### config.mk
export PLATFORM = sky130hd
export DESIGN_NAME = etu_rate_gen
export DESIGN_NICKNAME = d
export VERILOG_FILES = /design/src/rtl/etu_pkg.sv /design/src/rtl/etu_ta1_decode.sv /design/src/rtl/etu_frac_div.sv /design/src/rtl/etu_rate_gen.sv
export SDC_FILE = /design/constraint.sdc
export NUM_CORES = 1
export LEC_CHECK = 0
export ABC_AREA = 1
export BUFFER_PORTS_ARGS = -buffer_cell sky130_fd_sc_hd__clkbuf_2
export CORE_ASPECT_RATIO = 1.4
export CORE_UTILIZATION = 48
export CTS_BUF_LIST = sky130_fd_sc_hd__clkbuf_2
export CTS_CLUSTER_DIAMETER = 80
export DETAILED_ROUTE_END_ITERATION = 12
export PLACE_DENSITY_LB_ADDON = 0.25
export SYNTH_ARGS = -nofsm -noshare
export SYNTH_HDL_FRONTEND = slang
export SYNTH_SLANG_ARGS = --single-unit
### constraint.sdc
create_clock -name clk -period 7 [get_ports clk]
set_clock_uncertainty 0.15 [all_clocks]
set_input_delay 0.7 -clock clk [delete_from_list [all_inputs] [get_ports clk]]
set_output_delay 0.7 -clock clk [all_outputs]
set_load 0.005 [all_outputs]
### src/rtl/etu_pkg.sv
package etu_pkg;

    localparam int FI_W   = 12;
    localparam int DI_W   = 7;
    localparam int FMAX_W = 8;
    localparam int CODE_W = 8;

    typedef struct packed {
        logic [FI_W-1:0]   fi;
        logic [DI_W-1:0]   di;
        logic [FMAX_W-1:0] fmax;
        logic              err;
    } cfg_t;

    localparam logic [CODE_W-1:0] CODE_DEFAULT = 8'h11;

    localparam cfg_t CFG_DEFAULT = '{
        fi:   FI_W'(372),
        di:   DI_W'(1),
        fmax: FMAX_W'(50),
        err:  1'b0
    };

endpackage

### src/rtl/etu_ta1_decode.sv
module etu_ta1_decode
    import etu_pkg::*;
#(
    parameter int FI_W_P   = FI_W,
    parameter int DI_W_P   = DI_W,
    parameter int FMAX_W_P = FMAX_W
) (
    input  logic [7:0]          code_i,
    output logic [FI_W_P-1:0]   fi_o,
    output logic [DI_W_P-1:0]   di_o,
    output logic [FMAX_W_P-1:0] fmax_o,
    output logic                rsvd_o
);

    logic [3:0] rate_sel;
    logic [3:0] div_sel;
    logic       rate_bad;
    logic       div_bad;

    assign rate_sel = code_i[7:4];
    assign div_sel  = code_i[3:0];

    always_comb begin
        rate_bad = 1'b0;
        fi_o     = FI_W_P'(372);
        fmax_o   = FMAX_W_P'(50);
        case (rate_sel)
            4'h0: begin fi_o = FI_W_P'(372);  fmax_o = FMAX_W_P'(40);  end
            4'h1: begin fi_o = FI_W_P'(372);  fmax_o = FMAX_W_P'(50);  end
            4'h2: begin fi_o = FI_W_P'(558);  fmax_o = FMAX_W_P'(60);  end
            4'h3: begin fi_o = FI_W_P'(744);  fmax_o = FMAX_W_P'(80);  end
            4'h4: begin fi_o = FI_W_P'(1116); fmax_o = FMAX_W_P'(120); end
            4'h5: begin fi_o = FI_W_P'(1488); fmax_o = FMAX_W_P'(160); end
            4'h6: begin fi_o = FI_W_P'(1860); fmax_o = FMAX_W_P'(200); end
            4'h9: begin fi_o = FI_W_P'(512);  fmax_o = FMAX_W_P'(50);  end
            4'hA: begin fi_o = FI_W_P'(768);  fmax_o = FMAX_W_P'(75);  end
            4'hB: begin fi_o = FI_W_P'(1024); fmax_o = FMAX_W_P'(100); end
            4'hC: begin fi_o = FI_W_P'(1536); fmax_o = FMAX_W_P'(150); end
            4'hD: begin fi_o = FI_W_P'(2048); fmax_o = FMAX_W_P'(200); end
            default: rate_bad = 1'b1;
        endcase
    end

    always_comb begin
        div_bad = 1'b0;
        di_o    = DI_W_P'(1);
        case (div_sel)
            4'h1: di_o = DI_W_P'(1);
            4'h2: di_o = DI_W_P'(2);
            4'h3: di_o = DI_W_P'(4);
            4'h4: di_o = DI_W_P'(8);
            4'h5: di_o = DI_W_P'(16);
            4'h6: di_o = DI_W_P'(32);
            4'h7: di_o = DI_W_P'(64);
            4'h8: di_o = DI_W_P'(12);
            4'h9: di_o = DI_W_P'(20);
            default: div_bad = 1'b1;
        endcase
    end

    assign rsvd_o = rate_bad | div_bad;

    // Every legal Fi exceeds twice every legal Di, which keeps ticks apart
    always_comb begin
        if (!rsvd_o) begin
            AST_RATIO_ABOVE_TWO: assert ({1'b0, fi_o} > ({(FI_W_P+1-DI_W_P)'(0), di_o} << 1));
        end
    end

endmodule

### src/rtl/etu_frac_div.sv
module etu_frac_div
    import etu_pkg::*;
#(
    parameter int FI_W_P = FI_W,
    parameter int DI_W_P = DI_W
) (
    input  logic              clk,
    input  logic              rst,
    input  logic              clr_i,
    input  logic              run_i,
    input  logic [FI_W_P-1:0] fi_i,
    input  logic [DI_W_P-1:0] di_i,
    output logic              tick_o
);

    localparam int ACC_W = FI_W_P + 1;

    typedef struct packed {
        logic [ACC_W-1:0] acc;
        logic             tick;
    } div_st_t;

    div_st_t st_d, st_q;
    logic [ACC_W-1:0] sum;

    always_comb begin
        st_d      = st_q;
        st_d.tick = 1'b0;
        sum       = st_q.acc + ACC_W'(di_i);
        if (clr_i) begin
            st_d.acc = '0;
        end else if (run_i) begin
            if (sum >= ACC_W'(fi_i)) begin
                st_d.acc  = sum - ACC_W'(fi_i);
                st_d.tick = 1'b1;
            end else begin
                st_d.acc = sum;
            end
        end
    end

    always_ff @(posedge clk) begin
        if (rst) st_q <= '0;
        else     st_q <= st_d;
    end

    assign tick_o = st_q.tick;

    AST_ACC_BELOW_FI: assert property (@(posedge clk) disable iff (rst)
        st_q.acc < ACC_W'(fi_i));

    AST_FREEZE_HOLD: assert property (@(posedge clk) disable iff (rst)
        (!run_i && !clr_i) |=> ($stable(st_q.acc) && !tick_o));

    AST_CLEAR_ZERO: assert property (@(posedge clk) disable iff (rst)
        clr_i |=> (st_q.acc == '0 && !tick_o));

    AST_TICK_SPACED: assert property (@(posedge clk) disable iff (rst)
        tick_o |=> !tick_o);

endmodule

### src/rtl/etu_rate_gen.sv
module etu_rate_gen
    import etu_pkg::*;
(
    input  logic              clk,
    input  logic              rst,
    input  logic              load_i,
    input  logic              absent_i,
    input  logic [CODE_W-1:0] ta1_i,
    input  logic              en_i,
    output logic              tick_o,
    output logic [FI_W-1:0]   fi_o,
    output logic [DI_W-1:0]   di_o,
    output logic [FMAX_W-1:0] fmax_o,
    output logic              err_o
);

    cfg_t cfg_d, cfg_q;
    cfg_t dec;
    logic [CODE_W-1:0] code_sel;
    logic              run;

    assign code_sel = absent_i ? CODE_DEFAULT : ta1_i;

    etu_ta1_decode #(
        .FI_W_P   (FI_W),
        .DI_W_P   (DI_W),
        .FMAX_W_P (FMAX_W)
    ) i_decode (
        .code_i (code_sel),
        .fi_o   (dec.fi),
        .di_o   (dec.di),
        .fmax_o (dec.fmax),
        .rsvd_o (dec.err)
    );

    always_comb begin
        cfg_d = cfg_q;
        if (load_i) begin
            if (dec.err) begin
                cfg_d     = CFG_DEFAULT;
                cfg_d.err = 1'b1;
            end else begin
                cfg_d = dec;
            end
        end
    end

    always_ff @(posedge clk) begin
        if (rst) cfg_q <= CFG_DEFAULT;
        else     cfg_q <= cfg_d;
    end

    assign run = en_i & ~cfg_q.err;

    etu_frac_div #(
        .FI_W_P (FI_W),
        .DI_W_P (DI_W)
    ) i_div (
        .clk    (clk),
        .rst    (rst),
        .clr_i  (load_i),
        .run_i  (run),
        .fi_i   (cfg_q.fi),
        .di_i   (cfg_q.di),
        .tick_o (tick_o)
    );

    assign fi_o   = cfg_q.fi;
    assign di_o   = cfg_q.di;
    assign fmax_o = cfg_q.fmax;
    assign err_o  = cfg_q.err;

    AST_CFG_HOLD: assert property (@(posedge clk) disable iff (rst)
        !load_i |=> $stable(cfg_q));

    AST_ERR_NO_TICK: assert property (@(posedge clk) disable iff (rst)
        err_o |-> !tick_o);

    AST_ERR_DEFAULT: assert property (@(posedge clk) disable iff (rst)
        err_o |-> (fi_o == FI_W'(372) && di_o == DI_W'(1) && fmax_o == FMAX_W'(50)));

    AST_ABSENT_DEFAULT: assert property (@(posedge clk) disable iff (rst)
        (load_i && absent_i) |=> (!err_o && fi_o == FI_W'(372) && di_o == DI_W'(1)));

    AST_DI_NONZERO: assert property (@(posedge clk) disable iff (rst)
        di_o != '0);

endmodule

==> qor.csv <==
metric,value,unit
status,finished clean,
rows,34,
gr-total-overflow,0,
synth_ff_type,dfxtp_1,
hp-class,input port to register,
grt_util_all_layers,26.59,%
cp_max_fo,13,
cp-start-kind,register,
synth_cell_types,41,
clk_path_buf_depth,2,
fin_crit,3870,ps
slew_violations,0,
cp_top_family,simple AND/OR/NAND/NOR gates,
worstPathRequired,7230,ps
final_core_util,56.06,%
synth-async-reset-ratio,0,%
rsz0062_at_grt,no,
synthToLayoutAreaGrowth,11.11,%
cts_max_level,2,
drive_gt1_share,13.27,%
io_pins,42,
via_per_inst,5.439,
cp_cell_sequence,"ha_1, inv_1, fa_1, inv_1, nand3_1, nand2_1, nand2_1, nand2_1, nand3_1, nand2_1, inv_1, ha_1, nand2_1, nor2_1, nand3_1, nand3_1, nand2_2, nand3_1, inv_1, nand2_1, nand3_1, nand2_1, inv_1",
wl,8.722,mm
synth_fa_ha_area_share,8.350,%
maxCapViolations,0,
dieWidth,70.76,um
diodes,0,
grt_pass1_wl,14.75,mm
layout_common_cells,"nand2_1 (145), inv_1 (91), clkbuf_2 (45)",
synth.mux.area_fraction,0,%
critPathKind,register to register,
period_share,55.29,%
synth_area,3177,um2
ys_seq_area_share,25.84,%
hold_violations,0,
synth_top_family_by_area,simple AND/OR/NAND/NOR gates,
arrival,4100,ps
hpwl,6.884,mm
postCtsSetupBuffers,0,
die_y,98.26,um
syn_nets,542,
start_util,50.46,%
firstDrtPassIters,5,
nFillCells,675,
tightest_slew,786.8,ps
highest_layer,met4,
crit_top_cell,nand2_1,
yosys.area_share.xor_xnor,2.757,%
multiInputGateArea,1966,um2
crit_buf_inv,5,
cts_tree,done,
setup_viol,0,
fmax,258.4,MHz
syn_inst,509,
routedWlPerCell,14.02,um
io_buffers,40,
path_clk_slew,250,ps
die_area,6952,um2
grt_max_degree,25,
end_kind,register,
powerDensity,156.7,nW/um2
ys_ff_latch,41,
layout_commonest_cell,nand2_1,
ctsHoldBuffers,0,
remaining_drc_errors,0,
numCtsBuffers,5,
post_cts_resized,0,
wl_met2,4.413,mm
clockRootBuffer,clkbuf_2,
core,6296,um2
wl_met3,268,um
slowest_stage,nand3_1,
postSynthAreaPerCell,6.241,um2
dp_slack,3239,ps
num_vias,3383,
synth-compound-area-share,11.74,%
ir_drop,0.1035,mV
met1_length,3.557,mm
final_antenna_net_count,0,
tns,0,ps
slew_headroom,47.49,%
cts.sinks,41,
grt_pass1_vias,3343,
drtIter0Drc,243,
fin_nets,582,
power.leakage,1.953,nW
yosys_warnings,0,
insertion_delay,450,ps
slowest_delay,440,ps
synth-edff-count,0,
seq_area,820.8,um2
synthSimpleGateAreaFrac,38.91,%
antenna_found_initial,0,
place.gp.congestion,0.9617,
worst_slack,3130,ps
per-stage QoR:
step                      total power, mW  cell area (um2)  hold WS, ps  instances
final                              0.5532             3530        305.9        622
after floorplan                    0.3317             3177        297.9        509
after detailed placement           0.3637             3436        302.6        614
after global placement             0.3619             3436        291.5        614
after CTS                          0.5523             3530        301.4        622
after global routing               0.5744             3530        294.4        622
kinds of logic after synthesis:
kind of cell    after synthesis
other cells                   1
buf+inv                     101
xor+xnor                     10
simple gates                273
fa+ha+maj                    20
compound gates               63
flops                        41
sequential cells by signal, summed over array words and instances, names as in the netlist:
signal / cells
i_div.st_q: 13
err_o: 1
fmax_o: 8
i_div.tick_o: 1
fi_o: 11
di_o: 7
cell usage after synthesis (all sizes together) (2+ instances only):
cell type	number	share of area [%]
a31oi	2	0.39
nand3	41	6.5
nand4	17	3.3
dfxtp	41	26
xor2	4	1.1
o41ai	2	0.55
o21ai	23	4.1
fa	2	1.3
a21oi	24	3.8
xnor2	6	1.7
inv	93	11
nand2	154	20
nor3	9	1.6
ha	18	7.1
o21bai	2	0.47
buf	3	0.63
clkbuf	5	0.59
o22ai	4	0.79
nor2	47	6.8
nand3b	2	0.47
worst paths after layout:
path                   from             to  slack (ps)  cells after the start
hold reg to reg   fmax_o[3]      fmax_o[3]         330                      2
hold / removal     ta1_i[0]        di_o[5]         310                      2
setup reg to reg    di_o[0]  i_div.st_q[4]        3130                     23
setup / recovery    di_o[0]  i_div.st_q[4]        3130                     23
metal layers:
metal,vias to the layer above,GRT usage (%)
met5,-,0
met3,36,3.509
li1,1710,-
met2,98,47.41
met4,0,16.77
met1,1539,29.26
power breakdown:
| group | internal, mW | total [mW] | switching, mW |
|---|---|---|---|
| sequential | 0.241 | 0.246 | 0.00487 |
| clock | 0.0974 | 0.191 | 0.0940 |
| combinational | 0.0372 | 0.116 | 0.0789 |
| total | 0.375 | 0.553 | 0.178 |
layout make-up:
| cell class | instances | area share (%) |
|---|---|---|
| Tap cell | 72 | 2.552 |
| Sequential cell | 41 | 23.25 |
| Multi-Input combinational cell | 367 | 55.69 |
| Timing Repair Buffer | 41 | 5.884 |
| Inverter | 93 | 9.961 |
| Clock inverter | 3 | 1.950 |
| Clock buffer | 5 | 0.7090 |
Note: power is estimated with default switching activity, not from simulation.
